$ cat config.mk
export PLATFORM = sky130hd
export DESIGN_NAME = prb_parity_responder
export DESIGN_NICKNAME = d
export VERILOG_FILES = /design/src/rtl/prb_pkg.sv /design/src/rtl/prb_side_check.sv /design/src/rtl/prb_err_out.sv /design/src/rtl/prb_regs.sv /design/src/rtl/prb_parity_responder.sv
export SDC_FILE = /design/constraint.sdc
export NUM_CORES = 1
export LEC_CHECK = 0
export ABC_AREA = 1
export CAP_MARGIN = 30
export CORE_ASPECT_RATIO = 1.2
export CORE_MARGIN = 2
export CORE_UTILIZATION = 51
export CTS_CLUSTER_SIZE = 14
export DETAILED_ROUTE_END_ITERATION = 7
export PLACE_DENSITY_LB_ADDON = 0.1
export SETUP_SLACK_MARGIN = 0.1
export SYNTH_ARGS = -nofsm -noshare
export SYNTH_HDL_FRONTEND = slang
export SYNTH_HIERARCHICAL = 1
export SYNTH_SLANG_ARGS = --single-unit
$ cat constraint.sdc
create_clock -name clk -period 2.1 [get_ports clk]
set_input_delay 0.42 -clock clk [delete_from_list [all_inputs] [get_ports clk]]
set_output_delay 0.42 -clock clk [all_outputs]
set_load 0.03 [all_outputs]
$ cat src/rtl/prb_pkg.sv
package prb_pkg;

  localparam int NSIDE    = 2;
  localparam int SIDE_PRI = 0;
  localparam int SIDE_SEC = 1;
  localparam int REG_AW   = 2;

  typedef enum logic [REG_AW-1:0] {
    RA_CMD   = 2'd0,
    RA_BCTL  = 2'd1,
    RA_PSTAT = 2'd2,
    RA_SSTAT = 2'd3
  } reg_addr_e;

  // bit positions inside the registers
  localparam int CMD_RESP_BIT  = 0;
  localparam int CMD_SERR_BIT  = 1;
  localparam int BCTL_RESP_BIT = 0;
  localparam int STAT_DET_BIT  = 0;
  localparam int STAT_SIG_BIT  = 1;

endpackage

$ cat src/rtl/prb_side_check.sv
module prb_side_check #(
  parameter int AD_W  = 32,
  parameter int CBE_W = 4
) (
  input  logic             clk,
  input  logic             rst_n,
  input  logic             addr_phase,
  input  logic             wr_phase,
  input  logic [AD_W-1:0]  ad,
  input  logic [CBE_W-1:0] cbe_n,
  input  logic             par,
  input  logic             dec_hit,
  input  logic             resp_en,
  output logic             addr_err,
  output logic             data_err,
  output logic             claim,
  output logic             par_fwd
);

  logic [AD_W-1:0]  ad_q,  ad_d;
  logic [CBE_W-1:0] cbe_q, cbe_d;
  logic addr_q, addr_d;
  logic wr_q,   wr_d;
  logic hit_q,  hit_d;
  logic par_q,  par_d;
  logic cap_en;
  logic odd;

  // next state
  always_comb begin
    cap_en = addr_phase | wr_phase;
    ad_d   = ad_q;
    cbe_d  = cbe_q;
    if (cap_en) begin
      ad_d  = ad;
      cbe_d = cbe_n;
    end
    addr_d = addr_phase;
    wr_d   = wr_phase & ~addr_phase;
    hit_d  = addr_phase & dec_hit;
    par_d  = par;
  end

  // state registers
  always_ff @(posedge clk or negedge rst_n) begin
    if (!rst_n) begin
      ad_q   <= '0;
      cbe_q  <= '0;
      addr_q <= 1'b0;
      wr_q   <= 1'b0;
      hit_q  <= 1'b0;
      par_q  <= 1'b0;
    end else begin
      ad_q   <= ad_d;
      cbe_q  <= cbe_d;
      addr_q <= addr_d;
      wr_q   <= wr_d;
      hit_q  <= hit_d;
      par_q  <= par_d;
    end
  end

  // even parity: the ones across captured bus plus current PAR must be even
  assign odd      = ^{ad_q, cbe_q, par};
  assign addr_err = addr_q & odd;
  assign data_err = wr_q & odd;
  assign claim    = hit_q & ~(addr_err & resp_en);
  assign par_fwd  = par_q;

endmodule

$ cat src/rtl/prb_err_out.sv
module prb_err_out (
  input  logic clk,
  input  logic rst_n,
  input  logic pri_addr_err,
  input  logic sec_addr_err,
  input  logic pri_data_err,
  input  logic sec_data_err,
  input  logic cmd_perr_resp,
  input  logic cmd_serr_en,
  input  logic brg_perr_resp,
  output logic pri_perr_n,
  output logic sec_perr_n,
  output logic pri_serr_n,
  output logic serr_evt
);

  logic pperr_q, pperr_d;
  logic sperr_q, sperr_d;
  logic serr_q,  serr_d;

  always_comb begin
    serr_evt = cmd_serr_en &
               ((pri_addr_err & cmd_perr_resp) | (sec_addr_err & brg_perr_resp));
    pperr_d  = ~(pri_data_err & cmd_perr_resp);
    sperr_d  = ~(sec_data_err & brg_perr_resp);
    serr_d   = ~serr_evt;
  end

  always_ff @(posedge clk or negedge rst_n) begin
    if (!rst_n) begin
      pperr_q <= 1'b1;
      sperr_q <= 1'b1;
      serr_q  <= 1'b1;
    end else begin
      pperr_q <= pperr_d;
      sperr_q <= sperr_d;
      serr_q  <= serr_d;
    end
  end

  assign pri_perr_n = pperr_q;
  assign sec_perr_n = sperr_q;
  assign pri_serr_n = serr_q;

endmodule

$ cat src/rtl/prb_regs.sv
module prb_regs
  import prb_pkg::*;
#(
  parameter int RD_W = 8
) (
  input  logic              clk,
  input  logic              rst_n,
  input  logic              reg_we,
  input  logic [REG_AW-1:0] reg_addr,
  input  logic [RD_W-1:0]   reg_wdata,
  input  logic              pri_evt,
  input  logic              sec_evt,
  input  logic              serr_evt,
  output logic [RD_W-1:0]   reg_rdata,
  output logic              cmd_perr_resp,
  output logic              cmd_serr_en,
  output logic              brg_perr_resp,
  output logic              pri_det_par,
  output logic              sec_det_par,
  output logic              sig_serr
);

  logic cresp_q, cresp_d;
  logic serren_q, serren_d;
  logic bresp_q, bresp_d;
  logic pdet_q, pdet_d;
  logic sdet_q, sdet_d;
  logic sig_q, sig_d;
  logic wr_cmd, wr_bctl, wr_pst, wr_sst;
  logic wdata_unused;

  assign wdata_unused = ^reg_wdata[RD_W-1:2];

  always_comb begin
    wr_cmd  = reg_we && (reg_addr_e'(reg_addr) == RA_CMD);
    wr_bctl = reg_we && (reg_addr_e'(reg_addr) == RA_BCTL);
    wr_pst  = reg_we && (reg_addr_e'(reg_addr) == RA_PSTAT);
    wr_sst  = reg_we && (reg_addr_e'(reg_addr) == RA_SSTAT);

    cresp_d  = cresp_q;
    serren_d = serren_q;
    bresp_d  = bresp_q;
    if (wr_cmd) begin
      cresp_d  = reg_wdata[CMD_RESP_BIT];
      serren_d = reg_wdata[CMD_SERR_BIT];
    end
    if (wr_bctl) begin
      bresp_d = reg_wdata[BCTL_RESP_BIT];
    end

    // write-one-to-clear first, a new event in the same clock wins
    pdet_d = pdet_q;
    sig_d  = sig_q;
    sdet_d = sdet_q;
    if (wr_pst && reg_wdata[STAT_DET_BIT]) pdet_d = 1'b0;
    if (wr_pst && reg_wdata[STAT_SIG_BIT]) sig_d  = 1'b0;
    if (wr_sst && reg_wdata[STAT_DET_BIT]) sdet_d = 1'b0;
    if (pri_evt)  pdet_d = 1'b1;
    if (sec_evt)  sdet_d = 1'b1;
    if (serr_evt) sig_d  = 1'b1;
  end

  always_ff @(posedge clk or negedge rst_n) begin
    if (!rst_n) begin
      cresp_q  <= 1'b0;
      serren_q <= 1'b0;
      bresp_q  <= 1'b0;
      pdet_q   <= 1'b0;
      sdet_q   <= 1'b0;
      sig_q    <= 1'b0;
    end else begin
      cresp_q  <= cresp_d;
      serren_q <= serren_d;
      bresp_q  <= bresp_d;
      pdet_q   <= pdet_d;
      sdet_q   <= sdet_d;
      sig_q    <= sig_d;
    end
  end

  always_comb begin
    reg_rdata = '0;
    unique case (reg_addr_e'(reg_addr))
      RA_CMD: begin
        reg_rdata[CMD_RESP_BIT] = cresp_q;
        reg_rdata[CMD_SERR_BIT] = serren_q;
      end
      RA_BCTL:  reg_rdata[BCTL_RESP_BIT] = bresp_q;
      RA_PSTAT: begin
        reg_rdata[STAT_DET_BIT] = pdet_q;
        reg_rdata[STAT_SIG_BIT] = sig_q;
      end
      RA_SSTAT: reg_rdata[STAT_DET_BIT] = sdet_q;
      default:  reg_rdata = '0;
    endcase
  end

  assign cmd_perr_resp = cresp_q;
  assign cmd_serr_en   = serren_q;
  assign brg_perr_resp = bresp_q;
  assign pri_det_par   = pdet_q;
  assign sec_det_par   = sdet_q;
  assign sig_serr      = sig_q;

endmodule

$ cat src/rtl/prb_parity_responder.sv
module prb_parity_responder
  import prb_pkg::*;
#(
  parameter int AD_W  = 32,
  parameter int CBE_W = 4,
  parameter int RD_W  = 8
) (
  input  logic             clk,
  input  logic             rst_n,
  input  logic             pri_addr_phase,
  input  logic             pri_wr_phase,
  input  logic [AD_W-1:0]  pri_ad,
  input  logic [CBE_W-1:0] pri_cbe_n,
  input  logic             pri_par,
  input  logic             pri_dec_hit,
  input  logic             sec_addr_phase,
  input  logic             sec_wr_phase,
  input  logic [AD_W-1:0]  sec_ad,
  input  logic [CBE_W-1:0] sec_cbe_n,
  input  logic             sec_par,
  input  logic             sec_dec_hit,
  input  logic             reg_we,
  input  logic [1:0]       reg_addr,
  input  logic [RD_W-1:0]  reg_wdata,
  output logic [RD_W-1:0]  reg_rdata,
  output logic             pri_claim,
  output logic             sec_claim,
  output logic             pri_perr_n,
  output logic             sec_perr_n,
  output logic             pri_serr_n,
  output logic             sec_par_out,
  output logic             pri_par_out
);

  logic [AD_W-1:0]  ad_a  [NSIDE];
  logic [CBE_W-1:0] cbe_a [NSIDE];
  logic [NSIDE-1:0] aph_a, wph_a, par_a, hit_a, resp_a;
  logic [NSIDE-1:0] aerr_a, derr_a, claim_a, fwd_a;

  logic pri_addr_err, sec_addr_err, pri_data_err, sec_data_err;
  logic cmd_perr_resp, cmd_serr_en, brg_perr_resp;
  logic pri_det_par, sec_det_par, sig_serr;
  logic serr_evt;

  assign ad_a[SIDE_PRI]  = pri_ad;
  assign ad_a[SIDE_SEC]  = sec_ad;
  assign cbe_a[SIDE_PRI] = pri_cbe_n;
  assign cbe_a[SIDE_SEC] = sec_cbe_n;
  assign aph_a  = {sec_addr_phase, pri_addr_phase};
  assign wph_a  = {sec_wr_phase, pri_wr_phase};
  assign par_a  = {sec_par, pri_par};
  assign hit_a  = {sec_dec_hit, pri_dec_hit};
  assign resp_a = {brg_perr_resp, cmd_perr_resp};

  generate
    for (genvar s = 0; s < NSIDE; s++) begin : g_side
      prb_side_check #(
        .AD_W  (AD_W),
        .CBE_W (CBE_W)
      ) u_side (
        .clk        (clk),
        .rst_n      (rst_n),
        .addr_phase (aph_a[s]),
        .wr_phase   (wph_a[s]),
        .ad         (ad_a[s]),
        .cbe_n      (cbe_a[s]),
        .par        (par_a[s]),
        .dec_hit    (hit_a[s]),
        .resp_en    (resp_a[s]),
        .addr_err   (aerr_a[s]),
        .data_err   (derr_a[s]),
        .claim      (claim_a[s]),
        .par_fwd    (fwd_a[s])
      );
    end
  endgenerate

  assign pri_addr_err = aerr_a[SIDE_PRI];
  assign sec_addr_err = aerr_a[SIDE_SEC];
  assign pri_data_err = derr_a[SIDE_PRI];
  assign sec_data_err = derr_a[SIDE_SEC];
  assign pri_claim    = claim_a[SIDE_PRI];
  assign sec_claim    = claim_a[SIDE_SEC];
  // each side's PAR is carried, unmodified, to the opposite side
  assign sec_par_out  = fwd_a[SIDE_PRI];
  assign pri_par_out  = fwd_a[SIDE_SEC];

  prb_err_out u_err (
    .clk           (clk),
    .rst_n         (rst_n),
    .pri_addr_err  (pri_addr_err),
    .sec_addr_err  (sec_addr_err),
    .pri_data_err  (pri_data_err),
    .sec_data_err  (sec_data_err),
    .cmd_perr_resp (cmd_perr_resp),
    .cmd_serr_en   (cmd_serr_en),
    .brg_perr_resp (brg_perr_resp),
    .pri_perr_n    (pri_perr_n),
    .sec_perr_n    (sec_perr_n),
    .pri_serr_n    (pri_serr_n),
    .serr_evt      (serr_evt)
  );

  prb_regs #(
    .RD_W (RD_W)
  ) u_regs (
    .clk           (clk),
    .rst_n         (rst_n),
    .reg_we        (reg_we),
    .reg_addr      (reg_addr),
    .reg_wdata     (reg_wdata),
    .pri_evt       (pri_addr_err | pri_data_err),
    .sec_evt       (sec_addr_err | sec_data_err),
    .serr_evt      (serr_evt),
    .reg_rdata     (reg_rdata),
    .cmd_perr_resp (cmd_perr_resp),
    .cmd_serr_en   (cmd_serr_en),
    .brg_perr_resp (brg_perr_resp),
    .pri_det_par   (pri_det_par),
    .sec_det_par   (sec_det_par),
    .sig_serr      (sig_serr)
  );

endmodule

==> results of run 1 <==
## per-layer routing
metal  up-vias  global-route usage, %  routed length (microns)
met5         -                      0                        0
met1      1891                   20.4                     3890
li1       2054                      -                        -
met2        84                   38.5                     5440
met4         0                   8.33                      157
met3        15                   5.37                      535
## cells by family after synthesis
logic type             share of synthesized area [%]
AND/OR/NAND/NOR                                 25.4
flip-flops                                      45.6
buffers and inverters                           6.96
multiplexers                                    11.5
XOR/XNOR                                        7.11
AO/OA/AOI/OAI                                   3.35
other                                         0.0767
## timing repair
| item | 4_1_cts | 5_1_grt |
|---|---|---|
| endpoints found under the setup margin | 3 | 9 |
| gates resized for setup | 20 | 40 |
| buffers inserted | 3 | 3 |
| pin swaps | 14 | 22 |
## cell type report
type                            instances  area, sq um
Clock buffer                           13          250
Clock inverter                          3         65.1
Fill cell                             758         2890
Inverter                               63          236
Multi-Input combinational cell        438         2510
Sequential cell                        89         2230
Tap cell                              123          154
Timing Repair Buffer                  107         1080
## cell usage after synthesis (6+ instances only)
library cell	number	area share, %
mux2_2	50	12
nand2_2	6	0.77
a21oi_1	22	2.3
nand2_1	251	19
buf_2	8	0.82
nand3_1	19	1.9
dfrtp_1	86	44
xor2_1	16	2.9
inv_1	62	4.8
buf_4	6	0.92
nor2_1	30	2.3
xnor2_1	20	3.6
## how the worst min path moves through the flow
stage	depth (start not counted)	start	end	slack, ns
6_report	2	rst_n	g_side[0].u_side/ad_q[6]	0.09
5_1_grt	2	rst_n	g_side[0].u_side/ad_q[8]	0.17
4_1_cts	2	rst_n	g_side[0].u_side/ad_q[4]	0.15
3_5_place_dp	1	u_regs/cmd_serr_en	u_err/pri_serr_n	0.44
3_3_place_gp	1	u_regs/cmd_serr_en	u_err/pri_serr_n	0.45
2_1_floorplan	0	rst_n	g_side[0].u_side/ad_q[0]	0.12
## critical path, delay by kind of cell (launching register included)
| kind | cells | cell delay, ns |
|---|---|---|
| buffers and inverters | 4 | 0.33 |
| flip-flops | 1 | 0.40 |
| AND/OR/NAND/NOR | 14 | 1.00 |
## stage by stage
step / utilization, % / std cells / worst slack (ns)
2_1_floorplan: - / 607 / 0.238
3_3_place_gp: 63.8 / 816 / -0.381
3_5_place_dp: 63.8 / 816 / -0.454
4_1_cts: 67.7 / 834 / -0.357
5_1_grt: 69.3 / 836 / -0.508
6_report: 69.3 / 836 / -0.378
## flip-flops by register name, summed over array words and instances, names as in the netlist
register               flops
u_regs/cmd_serr_en         1
u_regs/sec_det_par         1
g_side.u_side/hit_q        2
u_err/pri_perr_n           1
u_regs/sig_serr            1
u_regs/brg_perr_resp       1
u_err/sec_perr_n           1
u_regs/pri_det_par         1
g_side.u_side/par_fwd      2
u_err/pri_serr_n           1
g_side.u_side/addr_q       2
g_side.u_side/ad_q        64
g_side.u_side/cbe_q        8
g_side.u_side/wr_q         2
u_regs/cmd_perr_resp       1
## layout by cell type (no fill, tap or decap), drive strengths merged, types with 3 or more instances in the layout
master,n
inv,63
xnor2,20
nand3,19
nand2,257
xor2,18
conb,6
a21boi,4
o21ai,3
a21oi,23
clkbuf,13
buf,17
clkdlybuf4s50,86
nor2,35
nand4,3
dfrtp,86
dfstp,3
mux2,50
## power by group through the flow
| stage | clock [mW] | sequential [mW] | combinational [mW] |
|---|---|---|---|
| 3_5_place_dp | 0 | 2.04 | 1.35 |
| 4_1_cts | 1.75 | 2.02 | 1.40 |
| 5_1_grt | 1.83 | 2.05 | 1.69 |
| 6_report | 1.71 | 2.02 | 1.50 |
| 3_3_place_gp | 0 | 2.03 | 1.29 |
| 2_1_floorplan | 0 | 2.03 | 0.876 |
==> summary.md, run 1 <==
| Metric | Value |
|---|---|
| CP Launch Point | g_side[0].u_side/ad_q[10] |
| Clock latency on the worst-skew pair | 0.34 ns |
| P_sw | 1.58 mW |
| Critical Path Source Type | flop |
| Synthesized instance count | 602 |
| Master of the slowest instance on the critical path | dfrtp_1 |
| Number of global-route vias before repair | 4,202 |
| Die Wd | 93.4 microns |
| Global placer's final weighted congestion | 0.844 |
| Crit Path Category | reg2out |
| Vias/cell | 4.84 |
| Placed instance area | 0.00601 sq mm |
| Unrepaired setup endpoints after global routing | true |
| Fmax | 404 MHz |
| CTS Buf Count | 9 |
| Die height | 111 microns |
| Setup TNS | -0.682 ns |
| Initial antenna violation count | 0 |
| Outcome | complete, but fails checks |
| Die area | 0.0104 sq mm |
| 1st-pass router iterations | 4 |
| CP dominant cell by count | nand2_2 |
| Crit Reg-Reg Endpoint | u_regs/sig_serr |
| Seq pwr share | 38.7% |
| IO Port Bufs | 95 |
| Failing checks | setup timing |
| FF-to-FF path depth | 18 |
| Post-CTS Hold Buffers | 0 |
| Warnings, synthesis | 6 |
| Max Fanout on Critical Path | 3 |
| Post-synth ARST share | 100% |
| Mapped cell area | 0.00489 sq mm |
| Initial core utilization | 51.9% |
| Setup violations, final | 2 |
| Total GRT Usage | 20.3% |
| Final slew viol count | 0 |
| Core area | 0.00942 sq mm |
| Number of cell rows | 39 |
| MaxCap Viol Count | 0 |
| Min Clock Period, post-route | 2.48 ns |
| Slowest stage delay, CP | 0.40 ns |
| Register area share after synthesis | 45.6% |
| Global-route wire length before repair | 17,000 microns |
| Number of diodes | 0 |
| Final global-route overflow total | 0 |
| Final Power | 5.23 mW |
| Area growth from synthesis to layout | 33.4% |
| Max Clock Skew | 0.00643 ns |
| Required time worst endpoint | 1.68 ns |
| CTS Root Cell | clkbuf_16 |
| Final Cycle Share | 118% |
| Number of synthesized flops with an enable pin | 0 |
| # nets final | 801 |
| Hold WC Path Type | in2async |
| # clock sinks | 89 |
| Largest net degree at the start of global routing | 90 |
| H-tree depth | 3 |
| Peak VDD IR | 486 uV |
| Top_reg_cell synth | dfrtp_1 |
| Routed length per instance | 12.0 microns |
| DR iter-0 viols | 125 |
| Routed Antenna Nets | 0 |
| Crit. End Element | primary output |
| PnR worst setup slack | -0.378 ns |
| Crit path capture | pri_claim |
| Number of library cell types mapped by synthesis | 24 |
| DRC Markers | 0 |
| Crit-path cells | inv_1, nand2_1, nand2_2, nand2_1, nand2_1, inv_1, nand2_1, nand2_1, nand2_2, nand2_2, nand2_2, nand2_2, nand2_2, nand2_2, nand3_2, nand2_1, inv_1, buf_6 |
| Pwr per Cell Area | 802 mW/mm^2 |
| Power share of the clock group | 32.7% |
| TritonCTS clock tree | built |
| Design Area, Final | 0.00652 sq mm |
| Post-detail-place hpwl | 7260 microns |
| FF-to-FF Start | g_side[0].u_side/ad_q[3] |
| R2r setup slk | 0.05 ns |
| Routed WL | 10,000 microns |
| Fin Hold WS | 0.0904 ns |
| Gate power share | 28.6% |
| Switch share | 30.2% |
| Hold Vio Cnt, Final | 0 |
| Clk slew on worst S/H paths | 0.06 ns |
| Pint | 3.65 mW |
| Avg Cell Area, Syn | 8.13 sq um |
| Share of layout cells above drive strength 1 | 20.9% |
| Crit path DAT | 2.06 ns |
| Via count | 4,044 |
| P_leak | 3.23 nW |
| Yosys reg bits | 89 |
| Top Ports | 108 |
| Clock buffer depth | 2 |
(Power assumes the default switching activity.)
==> run 2: changes to the inputs <==
Settings changed: SETUP_SLACK_MARGIN 0.1 to not set, SLEW_MARGIN set to 10.
==> run 2 against run 1 <==
Against the previous run: register-to-register slack gained 0.02 ns; worst setup slack gained 0.0026 ns; combinational power about the same; non-clock buffer count stayed put; the run still ends with setup timing left.
==> summary.md, run 2 (synthesis results as in run 1) <==
| Metric | Value |
|---|---|
| Outcome | complete, but fails checks (unchanged) |
| Failing checks | setup timing (unchanged) |
| P_leak | 3.21 nW (was 3.23 nW) |
| Design Area, Final | 0.00651 sq mm (was 0.00652 sq mm) |
| R2r setup slk | 0.07 ns (was 0.05 ns) |
| Crit path DAT | 2.06 ns (about the same) |
| Slowest stage delay, CP | 0.40 ns (about the same) |
| Final core utilization | 69.2% (was 69.3%) |
| Kind of cell adding the most delay to the critical path | simple AND/OR/NAND/NOR gates (unchanged) |
| Setup TNS | -0.698 ns (was -0.682 ns) |
| Clk slew on worst S/H paths | 0.06 ns (about the same) |
| Largest Register | g_side.u_side/ad_q (unchanged) |
| DR iter-0 viols | 114 (was 125) |
| 1st-pass router iterations | 4 (unchanged) |
| Area growth from synthesis to layout | 33.1% (was 33.4%) |
| Largest registers | g_side.u_side/ad_q: 64 flops, g_side.u_side/cbe_q: 8 flops (unchanged) |
| Total GRT Usage | 20.3% (unchanged) |
| Final slew viol count | 0 (unchanged) |
| H-tree depth | 3 (unchanged) |
| Via count | 4,056 (was 4,044) |
| Hold Vio Cnt, Final | 0 (unchanged) |
| Placed instance area | 0.00601 sq mm (unchanged) |
| Max FFs per register | 64 (unchanged) |
| Number of buffers and inverters on the critical path | 4 (unchanged) |
| Setup violations, final | 2 (unchanged) |
| Largest net degree at the start of global routing | 90 (unchanged) |
| Min Clock Period, post-route | 2.48 ns (about the same) |
| Initial core utilization | 51.9% (unchanged) |
| Required time worst endpoint | 1.68 ns (about the same) |
| Top Ports | 108 (unchanged) |
| Peak VDD IR | 488 uV (was 486 uV) |
| Final Cycle Share | 118% (about the same) |
| Share of layout cells above drive strength 1 | 20.6% (was 20.9%) |
| Number of cell rows | 39 (unchanged) |
| Crit. End Element | primary output (unchanged) |
| Core area | 0.00942 sq mm (unchanged) |
| Max Fanout on Critical Path | 3 (unchanged) |
| TritonCTS clock tree | built (unchanged) |
| Master of the slowest instance on the critical path | dfrtp_1 (unchanged) |
| Number of global-route vias before repair | 4,205 (was 4,202) |
| FF-to-FF path depth | 18 (unchanged) |
| Most common cell after layout, fill and taps aside | nand2_1 (unchanged) |
| Most frequent cells in the layout | nand2_1, clkdlybuf4s50_1, dfrtp_1, inv_1, mux2_2 (unchanged) |
| Hold WC Path Type | in2async (unchanged) |
| MaxCap Viol Count | 0 (unchanged) |
| PnR worst setup slack | -0.376 ns (was -0.378 ns) |
| Crit-path cells | inv_1, nand2_1, nand2_2, nand2_1, nand2_1, inv_1, nand2_1, nand2_1, nand2_2, nand2_2, nand2_2, nand2_2, nand2_2, nand2_2, nand3_2, nand2_1, inv_1, buf_6 (unchanged) |
| Crit Reg-Reg Endpoint | u_regs/sig_serr (unchanged) |
| Initial antenna violation count | 0 (unchanged) |
| Die Wd | 93.4 microns (unchanged) |
| Post-detail-place hpwl | 7260 microns (unchanged) |
| # clock sinks | 89 (unchanged) |
| Die height | 111 microns (unchanged) |
| Pwr per Cell Area | 802 mW/mm^2 (about the same) |
| Routed Antenna Nets | 0 (unchanged) |
| Global placer's final weighted congestion | 0.844 (unchanged) |
| Die area | 0.0104 sq mm (unchanged) |
| Routed WL | 10,000 microns (about the same) |
| # nets final | 801 (unchanged) |
| Clock latency on the worst-skew pair | 0.34 ns (about the same) |
| Number of diodes | 0 (unchanged) |
| Unrepaired setup endpoints after global routing | true (unchanged) |
| Vias/cell | 4.85 (was 4.84) |
| Global-route wire length before repair | 17,000 microns (unchanged) |
| Final global-route overflow total | 0 (unchanged) |
| Routed length per instance | 12.0 microns (about the same) |
| CP dominant cell by count | nand2_2 (unchanged) |
| Max Clock Skew | 0.00626 ns (was 0.00643 ns) |
| IO Port Bufs | 95 (unchanged) |
| FF-to-FF Start | g_side[0].u_side/ad_q[3] (unchanged) |
| Fin Hold WS | 0.0987 ns (was 0.0904 ns) |
| Fmax | 404 MHz (about the same) |
| CTS Root Cell | clkbuf_16 (unchanged) |
| Clock buffer depth | 2 (unchanged) |
| Critical Path Source Type | flop (unchanged) |
| Pre-CTS WS | -0.454 ns (unchanged) |
| Crit Path Category | reg2out (unchanged) |
| CTS Buf Count | 9 (unchanged) |
| DRC Markers | 0 (unchanged) |
[run 2: where the power goes]
group	switching (mW)	internal, mW	total (mW)	leakage, nW
combinational	0.797	0.693	1.49	2.03
clock	0.634	1.07	1.71	0.154
sequential	0.142	1.88	2.02	1.03
total	1.57	3.65	5.22	3.21
[run 2: stage by stage]
stage                     total power [mW]  cells
after detailed placement              3.39    816
after CTS                             5.15    833
after global placement                3.33    816
after global routing                  5.56    836
final                                 5.22    836
after floorplan                       2.91    607
[run 2: worst max path at each step]
stage                                    startpoint        end  slack, ns  cells past startpoint
after floorplan                             sec_par  sec_claim       0.24                     17
after global placement                      pri_par  pri_claim      -0.38                     19
after detailed placement                    pri_par  pri_claim      -0.45                     19
after CTS                  g_side[0].u_side/ad_q[4]  pri_claim      -0.36                     17
after global routing       g_side[1].u_side/ad_q[4]  sec_claim      -0.51                     17
final                     g_side[0].u_side/ad_q[10]  pri_claim      -0.38                     18
[run 2: repair_timing]
action,in CTS,in global routing
pin swaps,12,24
setup buffers,1,4
resized for setup,18,38
setup endpoints to repair,3,6
hold buffers,0,0
[run 2: routing by layer]
metal / GRT usage (%) / wire length [microns]
met1: 20.4 / 3840
met2: 38.5 / 5480
met3: 5.37 / 511
met4: 8.33 / 174
met5: 0 / 0
[run 2: cell type report]
class | count | area, sq um
sequential | 89 | 2230
timing repair buffer | 107 | 1070
multi-input combinational | 438 | 2500
inverter | 63 | 236
clock buffer | 13 | 250
tap | 123 | 154
clock inverter | 3 | 65.1
fill | 763 | 2910
[run 2: worst reg2reg max path: cells and delay by family, from the launching register on]
| kind | cells | cell delay (ns) |
|---|---|---|
| flip-flops | 1 | 0.42 |
| buffers and inverters | 3 | 0.30 |
| AO/OA/AOI/OAI | 2 | 0.28 |
| AND/OR/NAND/NOR | 13 | 0.99 |
